**src/rtl/wq_pkg.sv**
```systemverilog
package wq_pkg;
   typedef struct packed {
      logic ce_n;
      logic we_n;
      logic oe_n;
      logic vcc_ok;
   } wq_pins_t;

   localparam int PIN_W = $bits(wq_pins_t);
   // Reset image: strobes read as "asserted", supply as "bad", so nothing
   // from the reset value itself can unlock or arm the gate.
   localparam wq_pins_t PIN_RST = '{ce_n: 1'b0, we_n: 1'b0, oe_n: 1'b0, vcc_ok: 1'b0};
endpackage

```
**src/rtl/wq_sync.sv**
```systemverilog
module wq_sync #(
   parameter int              W      = 4,
   parameter int              STAGES = 2,
   parameter logic [W-1:0]    RSTV   = '0
) (
   input  logic         clk,
   input  logic         rst,
   input  logic [W-1:0] d,
   output logic [W-1:0] q
);
   if (STAGES < 2) begin : g_bad
      $error("wq_sync: STAGES must be at least 2");
   end

   logic [STAGES-1:0][W-1:0] chain;

   for (genvar s = 0; s < STAGES; s++) begin : g_stage
      always_ff @(posedge clk or posedge rst) begin
         if (rst)         chain[s] <= RSTV;
         else if (s == 0) chain[s] <= d;
         else             chain[s] <= chain[(s == 0) ? 0 : s-1];
      end
   end

   assign q = chain[STAGES-1];
endmodule

```
**src/rtl/wq_glitch_filter.sv**
```systemverilog
module wq_glitch_filter #(
   parameter int N = 2
) (
   input  logic clk,
   input  logic rst,
   input  logic qual,
   output logic pass
);
   if (N < 1) begin : g_bad
      $error("wq_glitch_filter: N must be at least 1");
   end

   if (N == 1) begin : g_bypass
      assign pass = qual;
   end else begin : g_count
      localparam int CW = $clog2(N);
      localparam logic [CW-1:0] LAST = CW'(N-1);
      logic [CW-1:0] cnt;

      always_ff @(posedge clk or posedge rst) begin
         if (rst)           cnt <= '0;
         else if (!qual)    cnt <= '0;
         else if (cnt != LAST) cnt <= cnt + 1'b1;
      end

      assign pass = qual && (cnt == LAST);

      // pass only after N-1 earlier qualifying samples
      assert_filter_hist_R3: assert property (@(posedge clk) disable iff (rst)
         pass |-> $past(qual));
   end
endmodule

```
**src/rtl/wq_lockout.sv**
```systemverilog
module wq_lockout (
   input  logic clk,
   input  logic rst,
   input  logic pass,
   input  logic ce_s,
   input  logic we_s,
   input  logic oe_s,
   input  logic vcc_s,
   output logic write_strobe,
   output logic force_read_mode
);
   logic unlocked, armed, we_prev, we_rise, inhibit;

   assign we_rise = we_s && !we_prev;
   assign inhibit = ce_s || !oe_s || !vcc_s || !unlocked;

   always_ff @(posedge clk or posedge rst) begin
      if (rst) begin
         unlocked        <= 1'b0;
         armed           <= 1'b0;
         we_prev         <= 1'b0;
         write_strobe    <= 1'b0;
         force_read_mode <= 1'b1;
      end else begin
         we_prev         <= we_s;
         force_read_mode <= !vcc_s;
         if (!vcc_s)    unlocked <= 1'b0;
         else if (we_s) unlocked <= 1'b1;
         write_strobe    <= armed && we_rise && !inhibit;
         if (inhibit || we_rise) armed <= 1'b0;
         else if (pass)          armed <= 1'b1;
      end
   end

   assert_strobe_width_R5: assert property (@(posedge clk) disable iff (rst)
      write_strobe |=> !write_strobe);
   assert_strobe_supply_R4: assert property (@(posedge clk) disable iff (rst)
      write_strobe |-> $past(vcc_s));
   assert_read_mode_R4: assert property (@(posedge clk) disable iff (rst)
      !vcc_s |=> force_read_mode);
   assert_strobe_unlock_R6: assert property (@(posedge clk) disable iff (rst)
      write_strobe |-> $past(unlocked));
   assert_arm_qual_R2: assert property (@(posedge clk) disable iff (rst)
      $rose(armed) |-> $past(!ce_s && !we_s && oe_s));
   assert_cancel_R8: assert property (@(posedge clk) disable iff (rst)
      write_strobe |-> $past(!ce_s && oe_s));
endmodule

```
**src/rtl/wr_cycle_gate.sv**
```systemverilog
module wr_cycle_gate #(
   parameter int SYNC_STAGES  = 2,
   parameter int FILT_SAMPLES = 2
) (
   input  logic clk,
   input  logic rst,
   input  logic ce_n,
   input  logic we_n,
   input  logic oe_n,
   input  logic vcc_ok,
   output logic write_strobe,
   output logic force_read_mode
);
   import wq_pkg::*;

   wq_pins_t raw, syn;
   logic     qual, pass;

   assign raw = '{ce_n: ce_n, we_n: we_n, oe_n: oe_n, vcc_ok: vcc_ok};

   wq_sync #(.W(PIN_W), .STAGES(SYNC_STAGES), .RSTV(PIN_RST)) sync_i (
      .clk(clk), .rst(rst), .d(raw), .q(syn));

   assign qual = !syn.ce_n && !syn.we_n && syn.oe_n && syn.vcc_ok;

   wq_glitch_filter #(.N(FILT_SAMPLES)) filt_i (
      .clk(clk), .rst(rst), .qual(qual), .pass(pass));

   wq_lockout lock_i (
      .clk(clk), .rst(rst), .pass(pass),
      .ce_s(syn.ce_n), .we_s(syn.we_n), .oe_s(syn.oe_n), .vcc_s(syn.vcc_ok),
      .write_strobe(write_strobe), .force_read_mode(force_read_mode));

   assert_reset_R1: assert property (@(posedge clk)
      rst |=> (!write_strobe && force_read_mode));
endmodule

```
**config.mk**
```make
export PLATFORM = sky130hd
export DESIGN_NAME = wr_cycle_gate
export DESIGN_NICKNAME = d
export VERILOG_FILES = /design/src/rtl/wq_pkg.sv /design/src/rtl/wq_sync.sv /design/src/rtl/wq_glitch_filter.sv /design/src/rtl/wq_lockout.sv /design/src/rtl/wr_cycle_gate.sv
export SDC_FILE = /design/constraint.sdc
export NUM_CORES = 1
export LEC_CHECK = 0
export BUFFER_PORTS_ARGS = -buffer_cell sky130_fd_sc_hd__buf_4
export CAP_MARGIN = 30
export CORE_AREA = 8 8 45 47
export DETAILED_ROUTE_END_ITERATION = 8
export DIE_AREA = 0 0 53 55
export GPL_ROUTABILITY_DRIVEN = 0
export PLACE_DENSITY = 0.59
export RECOVER_POWER = 100
export SLEW_MARGIN = 20
export SYNTH_ARGS = -nofsm -noshare
export SYNTH_HDL_FRONTEND = slang
export SYNTH_HIERARCHICAL = 1
export SYNTH_SLANG_ARGS = --single-unit
```
**constraint.sdc**
```tcl
create_clock -name clk -period 1.2 [get_ports clk]
set_input_delay 0.24 -clock clk [delete_from_list [all_inputs] [get_ports clk]]
set_output_delay 0.24 -clock clk [all_outputs]
set_load 0.05 [all_outputs]
```
After elaboration in Yosys (flattened, before gate mapping)
Index checks and enable logic that the tools add are counted.
W data, S select, Z words.
Operators by class
  add/sub/neg operators: 1
  equal/unequal tests: 1
  mux-type cells: 6
  reduce and logical (&&, ||, !) cells: 19
Operators by type and width (number)
  $logic_and A1 B1 Y1: 7
  $logic_not A1 Y1: 7
  $mux W1: 6
  $logic_or A1 B1 Y1: 4
  $ne A2 B1 Y1 const B: 1
  $reduce_bool A2 Y1: 1
  $add A1 B1 Y1 const B: 1
Storage, ports and cells
  flip-flop bits (word level): 14
  bits of input ports: 6
  output and inout port bits: 2
  word-level logic and storage cells: 35

Longest topological paths before layout
Gate-level depths: netlist of run 1.
  depth in word-level cells: 7
  gate-level depth with buffers: 5
  depth with buffers taken out: 4

Hierarchy
Netlist of run 1, hierarchy kept.
Modules (own cells, without submodules)
  wq_sync: times used 1, cells each 13, area an instance 234.0 um^2, sequential area each 200.2 um^2
  wq_lockout: times used 1, cells each 14, area an instance 180.2 um^2, sequential area each 126.4 um^2
  wq_glitch_filter: times used 1, cells each 3, area an instance 35.0 um^2, sequential area each 25.0 um^2
  wr_cycle_gate: times used 1, cells each 1, area an instance 12.5 um^2, sequential area each 0.0 um^2

Least setup slack after synthesis of run 1
Ideal clock, no wire load.
  kind: reg2reg
  start point: register sync_i.chain (netlist bit sync_i/q[1])
  end point: register lock_i.armed
  library setup time: 0.124 ns
  arrival: 0.983 ns
  data required time: 1.076 ns
  slack: 0.093 ns
  stages on the path, launching flop included: 6
  buffers on the path: 1
  period minus slack after synthesis: 1.107 ns
  cells stage by stage: dfrtp_1 > buf_4 > and4bb_2 > and2_1 > nor2_1 > nor3b_2
Between the ends
  elaborated cells on any way between the ends: 10
  classes of those cells: mux: 1; reduce/logical: 9
RTL lines
  from (decl): line wq_sync.sv:15  | logic [STAGES-1:0][W-1:0] chain;
  from (signal, indexed assignment): line wq_sync.sv:21  | else chain[s] <= chain[(s == 0) ? 0 : s-1];
  $logic_and A1 B1 Y1 (2 in series): line wr_cycle_gate.sv:24  | assign qual = !syn.ce_n && !syn.we_n && syn.oe_n && syn.vcc_ok;
  via qual: line wr_cycle_gate.sv:17  | logic qual, pass;
  $logic_and A1 B1 Y1: line wq_glitch_filter.sv:26  | assign pass = qual && (cnt == LAST);
  via pass: line wr_cycle_gate.sv:17
  $reduce_bool A2 Y1 (no source line)
  to (signal assigned): line wq_lockout.sv:20  | armed <= 1'b0;
  to (signal assigned): line wq_lockout.sv:30  | if (inhibit || we_rise) armed <= 1'b0;
  to (signal assigned): line wq_lockout.sv:31  | else if (pass) armed <= 1'b1;
  to (decl): line wq_lockout.sv:12  | logic unlocked, armed, we_prev, we_rise, inhibit;
The timed path passes the listed nets, and every way through them passes these cells.
A chain may end at the register's enable or synchronous reset.

Worst setup path after layout of run 1
  start point: register lock_i.force_read_mode
  end point: output port force_read_mode
RTL lines
  from (decl): line wq_lockout.sv:10  | output logic force_read_mode
  from (signal assigned): line wq_lockout.sv:26  | force_read_mode <= !vcc_s;
  to (decl): line wr_cycle_gate.sv:12  | output logic force_read_mode
No word-level cell between the ends.

==> run metrics, run 1 <==
Pint=around 0.70 mW; HP Start=vcc_ok; clk_lat worst skew=0.27 ns; Top Layer Used=met3; share of cells above drive strength 1=0.3333; Worst path max stage delay=about 0.54 ns; Synth top area share=0.7046; CP Capture Type=output port; Final TNS setup=0 ns; RR Endpoint=lock_i/armed$_DFFE_PP0P_; clock slew at reported path FFs=0.08 ns; Mapped Area=461.7 sq um; outcome=complete, no violations; vias per cell=about 4.2; Final Power=a little under 0.9 mW; Req. time, crit path=around 0.96 ns; Mapped Avg Cell Area=approximately 15 sq um; Max H-tree Level=1; antenna violations before repair=0; WL met2=around 350 microns; Pwr Density=1571 mW/mm^2; slowest stage cell, crit path=dfstp_2; final worst path period need=1.182 ns; Hold Vio Cnt, Final=0; die width=53 microns; fmax=0.8457 GHz; WL/cell=11.07 microns; # port buffers=7; Seq/Total Area, Yosys=0.7615; hold_ws=around 0.09 ns; leakage=about 0.27 nW; Worst-Margin Slew=between 0.2 and 0.3 ns; CP startpoint kind=flop; Worst slew margin=0.8021; CP Max Fanout=1; Total GRT Usage=0.05775; vias in the first global route=around 280; Hold Path End=sync_i/chain[0]$_DFF_PP0_; CTS Buf Count=3; # fillers=143; Post-Synthesis Cells=31; DPL Wire Length=487.2 microns; period utilisation layout=0.9854; WP data arrival=approximately 0.94 ns; Die Y=~55 microns; antenna-violating nets left=0; global-route wire length before repair=between 1 and 1.5 mm; clock network power share=0.373; combinational share of power=0.049; Hold Path Cell Cnt=1; top cells by area, synth=dfrtp_1 (70%), buf_4 (6.5%), dfstp_2 (5.7%), inv_1 (3.3%), and4bb_2 (2.7%); full die area=about 0.003 sq mm; Area Growth Syn to Fin=19.51%; nets=between 40 and 50; sequential power share=0.578; pin count of the biggest net entering global routing=9; crit path cell chain=buf_8; diode count=0; CP Buf/Inv Count=1; Boundary Pins=8; total global routing overflow=0; met1 wire length=about 200 microns; final WL=609 microns; metal3 WL=approximately 63 microns; commonest non-fill, non-tap cells in the layout=dfrtp_1 (13), clkbuf_4 (7), inv_1 (4); Reg-to-Reg Start=sync_i/q[2]$_DFF_PP0_; sw frac=0.1956; RSZ-0062 raised after global routing=yes; Crit path max-delay family=flip-flops; CTS Root Cell=clkbuf_4; DRC Markers=0; Yosys reg bits=14; Clock Path Buffers=2; Final Setup Violations=0; Switch Pwr=between 0.15 and 0.2 mW; First-pass DRT Iterations=3; final worst slack=between 0.015 and 0.02 ns; crit path kind=reg -> out; Max Slew Vio Count=0; max cap viols=0; clk sinks=14; Yosys cell types=11; Peak VDD IR=around 0.47 mV; Yosys warning count=6; area leader, netlist=dfrtp_1; leading cell type in the layout, fill and taps excluded=dfrtp_1; FP Rows=14; FF-to-FF setup slack=approximately 0.12 ns; CTS tree=yes; Place WS=around 0.11 ns; initial core utilization=0.3336; vias=230; R2R cell count=4; syn nets=37; drt initial violations=1; core area=between 0.001 and 0.0015 sq mm; Hold Path Class=in -> reg; skew final=0.007382 ns
==> cells in the mapped netlist <==
| library cell | count |
|---|---|
| buf_4 | 4 |
| and4b_1 | 1 |
| inv_1 | 4 |
| and3_1 | 1 |
| nor2_1 | 3 |
| and4bb_2 | 1 |
| nor3b_2 | 1 |
| nor2b_1 | 1 |
| dfrtp_1 | 13 |
| and2_1 | 1 |
| dfstp_2 | 1 |
==> timing repair <==
action | 4_1_cts | 5_1_grt
setup endpoints to repair | 1 | 1
gates cloned | 0 | 0
setup buffers | 0 | 0
resized for setup | 2 | 0
pin swaps | 0 | 0
hold buffers | 1 | 0
endpoints found under the hold margin | 13 | 0
==> registers in the layout, indices dropped and copies added (netlist names) <==
name	count
lock_i/unlocked	1
sync_i/chain	4
lock_i/force_read_mode	1
sync_i/q	4
filt_i/g_count.cnt	1
lock_i/write_strobe	1
lock_i/we_prev	1
lock_i/armed	1
==> power groups by stage <==
stage               combinational (mW)  sequential (mW)  clock, mW
floorplan                       0.0257            0.513          0
global placement                0.0390            0.509          0
detailed placement              0.0410            0.510          0
CTS                             0.0460            0.502      0.341
global route                    0.0466            0.504      0.361
finish                          0.0427            0.501      0.323
==> cell families (layout without fill, tap and decap cells) <==
family	Yosys count	in the layout	share of synthesized area
flops	14	14	0.7615
simple gates	9	9	0.1409
buf+inv	8	16	0.09755
==> metal layers <==
layer  global-route usage  vias to the layer above
li1                     -                      106
met1              0.03975                      117
met2              0.09766                        7
met3              0.03743                        0
met4              0.06466                        0
met5                    0                        -
==> cell type report <==
class / count / area (sq um) / area share
Sequential cell: 14 / 351.6 / 0.6372
Multi-Input combinational cell: 9 / 65.06 / 0.1179
Timing Repair Buffer: 8 / 63.81 / 0.1156
Clock buffer: 4 / 36.28 / 0.06576
Tap cell: 16 / 20.02 / 0.03628
Inverter: 4 / 15.01 / 0.02721
==> how the worst max path moves through the flow <==
stage | startpoint | slack, ns | cells past startpoint | to
floorplan | sync_i/q[1]$_DFF_PP0_ | 0.09 | 5 | lock_i/armed$_DFFE_PP0P_
global placement | sync_i/q[2]$_DFF_PP0_ | 0.14 | 4 | lock_i/armed$_DFFE_PP0P_
detailed placement | sync_i/q[2]$_DFF_PP0_ | 0.11 | 4 | lock_i/armed$_DFFE_PP0P_
CTS | lock_i/force_read_mode$_DFF_PP1_ | -0.003 | 1 | force_read_mode
global route | lock_i/force_read_mode$_DFF_PP1_ | -0.03 | 1 | force_read_mode
finish | lock_i/force_read_mode$_DFF_PP1_ | 0.02 | 1 | force_read_mode
==> through the flow <==
| stage | utilization | cell area [sq um] | std cells |
|---|---|---|---|
| 4_1_cts | 0.4033 | 558.0 | 55 |
| 3_5_place_dp | 0.3644 | 504.2 | 50 |
| 3_3_place_gp | 0.3644 | 504.2 | 50 |
| 6_report | 0.3987 | 551.8 | 55 |
| 2_1_floorplan | - | 461.7 | 31 |
| 5_1_grt | 0.3987 | 551.8 | 55 |
No activity file was read; power rests on OpenSTA's default activity.
==> run 2, diff against run 1 <==
- RECOVER_POWER: 100 -> 50
==> run 2 against run 1 <==
Against the previous run: global-route usage unchanged; via count is the same; sequential cell count stayed put; routed wire length is the same; utilization is 0.18 points higher.
==> run metrics, run 2 (same netlist as run 1, synthesis figures left out) <==
antenna-violating nets left=0 (unchanged); CP startpoint kind=flop; initial core utilization=0.3336 (unchanged); number of post-CTS setup repair buffers=0 (unchanged); vias in the first global route=275 (unchanged); Sequential Area=351.6 sq um (unchanged); antenna violations before repair=0 (unchanged); Boundary Pins=8 (unchanged); Pwr Density=1564 mW/mm^2 (-0.45%); vias per cell=4.182 (unchanged); Total GRT Usage=0.05775 (unchanged); share of cells above drive strength 1=0.3333 (unchanged); Area Growth Syn to Fin=20.05%; slowest stage cell, crit path=dfstp_2; clk sinks=14 (unchanged); combinational share of power=0.049 (about the same); final worst path period need=1.182 ns (unchanged); Max Slew Vio Count=0 (unchanged); CTS Root Cell=clkbuf_4; CP Buf/Inv Count=1 (unchanged); diode count=0 (unchanged); DRC Markers=0 (unchanged); First-pass DRT Iterations=3 (unchanged); Die Y=55 microns (unchanged); Worst-Margin Slew=0.2965 ns (unchanged); # fillers=143 (unchanged); global-route wire length before repair=1.117 mm (unchanged); period utilisation layout=0.9854 (unchanged); final core occ=0.4005 (+0.001808); full die area=0.002915 sq mm (unchanged); Req. time, crit path=0.96 ns (about the same); final worst slack=0.01757 ns (unchanged); Place WS=0.1146 ns (unchanged); CP Capture Type=output port; CP Max Fanout=1 (unchanged); Hold Vio Cnt, Final=0 (unchanged); skew final=0.007382 ns (unchanged); clock slew at reported path FFs=0.08 ns (about the same); max cap viols=0 (unchanged); crit path kind=reg -> out; WL/cell=11.07 microns (unchanged); Pint=0.6971 mW (unchanged); core area=0.001384 sq mm (unchanged); FP Rows=14 (unchanged); sw frac=0.1956 (unchanged); nets=46 (unchanged); Worst slew margin=0.8021 (unchanged); fmax=0.8457 GHz (unchanged); RSZ-0062 raised after global routing=yes; outcome=complete, no violations; CTS tree=yes; pin count of the biggest net entering global routing=9 (unchanged); clk_lat worst skew=0.27 ns (about the same); Final Setup Violations=0 (unchanged); sequential power share=0.578 (about the same); final WL=609 microns (unchanged); drt initial violations=1 (unchanged); Worst path max stage delay=0.54 ns (about the same); total global routing overflow=0 (unchanged); WP data arrival=0.94 ns (about the same); commonest non-fill, non-tap cells in the layout=dfrtp_1 (13), clkbuf_4 (7), inv_1 (4); Switch Pwr=0.1696 mW (unchanged); # port buffers=7 (unchanged); Clock Path Buffers=2 (unchanged); clock network power share=0.373 (about the same); leakage=0.2746 nW (about the same); crit path cell chain=buf_8; CTS Buf Count=3 (unchanged); DPL Wire Length=487.2 microns (unchanged); vias=230 (unchanged); footprint of the multi-input gates=65.06 sq um (unchanged); die width=53 microns (unchanged); Final TNS setup=0 ns (unchanged); Crit path max-delay family=flip-flops; Hold Path Class=in -> reg; leading cell type in the layout, fill and taps excluded=dfrtp_1; Max H-tree Level=1 (unchanged); Peak VDD IR=0.4679 mV (unchanged)
## run 2: power groups by stage
stage	logic (mW)	clock network, mW	registers [mW]
after global placement	0.0390	0	0.509
final	0.0427	0.323	0.501
after global routing	0.0466	0.361	0.504
after CTS	0.0460	0.341	0.502
after detailed placement	0.0410	0	0.510
after floorplan	0.0257	0	0.513
## run 2: layout make-up
class                   instances  area share
clock buffers                   4     0.06546
inverters                       4     0.02709
multi-input cells               9      0.1174
flip-flops and latches         14      0.6343
well taps                      16     0.03612
repair buffers                  8      0.1196
## run 2: timing repair
item / 4_1_cts / 5_1_grt
resized for setup: 2 / 0
endpoints found under the setup margin: 1 / 1
hold endpoints to repair: 13 / 0
hold buffers: 1 / 0
## run 2: worst paths after layout
check                                                 start                      endpoint  slack, ns  cells after the start
hold / removal                                       vcc_ok     sync_i/chain[0]$_DFF_PP0_       0.09                      1
setup reg to reg                      sync_i/q[2]$_DFF_PP0_      lock_i/armed$_DFFE_PP0P_       0.12                      4
min in group asynchronous                               rst  filt_i/g_count.cnt$_DFF_PP0_       0.36                      3
hold reg to reg                   sync_i/chain[3]$_DFF_PP0_         sync_i/q[3]$_DFF_PP0_       0.35                      0
setup / recovery           lock_i/force_read_mode$_DFF_PP1_               force_read_mode       0.02                      1
max in group asynchronous                               rst         sync_i/q[3]$_DFF_PP0_       0.50                      3
## run 2: per-stage QoR
step / total power, mW / instances / hold WS (ns) / cell area (sq um)
after floorplan: 0.5383 / 31 / -0.03129 / 461.7
final: 0.8667 / 55 / 0.08838 / 554.3
after detailed placement: 0.5512 / 50 / 0.1014 / 504.2
after CTS: 0.8882 / 55 / 0.05630 / 558.0
after global routing: 0.9122 / 55 / 0.06868 / 554.3
after global placement: 0.5483 / 50 / 0.09851 / 504.2
## run 2: metal layers
layer | wire length [microns] | global-route usage | vias to the layer above
met3 | 63 | 0.03743 | 0
met2 | 349 | 0.09766 | 7
li1 | - | - | 106
met4 | 0 | 0.06466 | 0
met1 | 196 | 0.03975 | 117
met5 | 0 | 0 | -
==> run 3, diff against run 2 <==
- CTS_BUF_LIST: default -> sky130_fd_sc_hd__clkbuf_16
==> run 3 against run 2 <==
Against the previous run: design area rose by 6.3%; clock power is 87% higher; final cell count unchanged; first-iteration DRC count down 100%; via count rose by 0.43%; sequential power about the same; die area did not move; count of clock-buffer cells in the layout decreased by 1; fmax up 1.2%; sequential cell count did not move; global-route usage grew 0.33 points; critical path depth stayed put; largest cell class unchanged; highest routed layer is now met4.
==> run metrics, run 3 (same netlist as run 1, synthesis figures left out) <==
Design Area, Final=589.3 sq um (+6.3%); crit path kind=reg -> out; vias per cell=4.200 (+0.43%); Req. time, crit path=0.96 ns (about the same); Area Growth Syn to Fin=27.64%; leading cell type in the layout, fill and taps excluded=dfrtp_1; WL/cell=11.27 microns (+1.8%); final worst path period need=1.168 ns (-0.01409 ns); vias=231 (+0.43%); Hold Path Class=in -> reg; initial core utilization=0.3336 (unchanged); dpl cell area=504.2 sq um (unchanged); max cap viols=0 (unchanged); Sequential Area=351.6 sq um (unchanged); leakage=0.2896 nW (+5.4%); antenna-violating nets left=0 (unchanged); nets=46 (unchanged); # fillers=142 (-0.70%); DPL Wire Length=487.2 microns (unchanged); Switch Pwr=0.1964 mW (+16%); antenna violations before repair=0 (unchanged); sw frac=0.1711 (-0.02450); Total GRT Usage=0.06108 (+0.003331); period utilisation layout=0.9736 (-0.01174); Peak VDD IR=0.8752 mV (+87%); RSZ-0062 raised after global routing=no; share of cells above drive strength 1=0.3077 (-0.02564); First-pass DRT Iterations=1 (-2); vias in the first global route=278 (+1.1%); Max H-tree Level=1 (unchanged); CP Capture Type=output port; clk sinks=14 (unchanged); fmax=0.8559 GHz (+1.2%); Final TNS setup=0 ns (unchanged); Die Y=55 microns (unchanged); combinational share of power=0.035 (-0.014); DRC Markers=0 (unchanged); clock network power share=0.527 (+0.154); full die area=0.002915 sq mm (unchanged); Clock Path Buffers=2 (unchanged); Worst-Margin Slew=0.2898 ns (-0.006693 ns); pin count of the biggest net entering global routing=9 (unchanged); Place WS=0.1146 ns (unchanged); FP Rows=14 (unchanged); CTS Root Cell=clkbuf_16; Hold Vio Cnt, Final=0 (unchanged); slowest stage cell, crit path=dfstp_2; total global routing overflow=0 (unchanged); commonest non-fill, non-tap cells in the layout=dfrtp_1 (13), inv_1 (4), clkbuf_4 (4); footprint of the multi-input gates=65.06 sq um (unchanged); CP startpoint kind=flop; WP data arrival=0.93 ns (about the same); clk_lat worst skew=0.23 ns (-0.04 ns); Final Power=1.147 mW (+32%); hold_ws=0.1311 ns (+0.04270 ns); drt initial violations=0 (-1); Pwr Density=1947 mW/mm^2 (+25%); CP Max Fanout=1 (unchanged); crit path cell chain=buf_4; number of post-CTS setup repair buffers=0 (unchanged); CP Buf/Inv Count=1 (unchanged); Max Slew Vio Count=0 (unchanged); Final Setup Violations=0 (unchanged); Boundary Pins=8 (unchanged); CTS Buf Count=3 (unchanged); R2R cell count=4 (unchanged); Worst path max stage delay=0.51 ns (-0.03 ns); die width=53 microns (unchanged); final WL=620 microns (+1.8%); sequential power share=0.438 (-0.140); Pint=0.9510 mW (+36%); diode count=0 (unchanged); # port buffers=7 (unchanged); core area=0.001384 sq mm (unchanged); critical path depth=1 (unchanged); clock slew at reported path FFs=0.04 ns (-0.04 ns); outcome=complete, no violations; Non-Filler Instances=55 (unchanged); Hold Path Cell Cnt=1 (unchanged); global-route wire length before repair=1.173 mm (+5.0%); skew final=0.0003413 ns (-0.007040 ns); final worst slack=0.03166 ns (+0.01409 ns); Crit path max-delay family=flip-flops; number of instances in the placed design=50 (unchanged); Worst slew margin=0.8066 (+0.004467); CTS tree=yes; final core occ=0.4259 (+0.02532)
## run 3: cell count changes in the layout (fill, tap and decap cells not counted)
cell,change
clkbuf_8,-1
clkinv_1,+1
buf_4,+1
clkbuf_4,-3
clkbuf_16,+3
buf_8,-1
## run 3: area by class of cell
class	count	share of cell area
multi-input combinational	9	0.1104
tap	16	0.03397
clock buffer	3	0.1274
timing repair buffer	8	0.09979
inverter	4	0.02548
clock inverter	1	0.006369
sequential	14	0.5966
## run 3: timing repair
item	4_1_cts	5_1_grt
hold buffers	1	0
endpoints found under the hold margin	13	0
resized for setup	0	0
## run 3: power groups by stage
stage	clock [mW]	sequential (mW)	combinational, mW
after floorplan	0	0.513	0.0257
after global placement	0	0.509	0.0390
after detailed placement	0	0.510	0.0410
after CTS	0.622	0.503	0.0436
after global routing	0.647	0.505	0.0446
final	0.605	0.503	0.0402
## run 3: final timing paths
kind	from	slack, ns	endpoint
worst max-delay path	lock_i/force_read_mode$_DFF_PP1_	0.03	force_read_mode
worst min-delay path	we_n	0.13	sync_i/chain[2]$_DFF_PP0_
worst max register to register	sync_i/q[2]$_DFF_PP0_	0.12	lock_i/armed$_DFFE_PP0P_
worst min register to register	sync_i/chain[3]$_DFF_PP0_	0.34	sync_i/q[3]$_DFF_PP0_
max in group asynchronous	rst	0.46	sync_i/q[2]$_DFF_PP0_
min in group asynchronous	rst	0.41	filt_i/g_count.cnt$_DFF_PP0_
## run 3: per-layer routing
metal,part of all wire,global-route usage,vias up,routed length [microns]
met4,0.024,0.05172,0,15
li1,-,-,106,-
met1,0.31,0.04134,114,195
met3,0.12,0.04813,2,73
met2,0.54,0.1055,9,335
met5,0,0,-,0
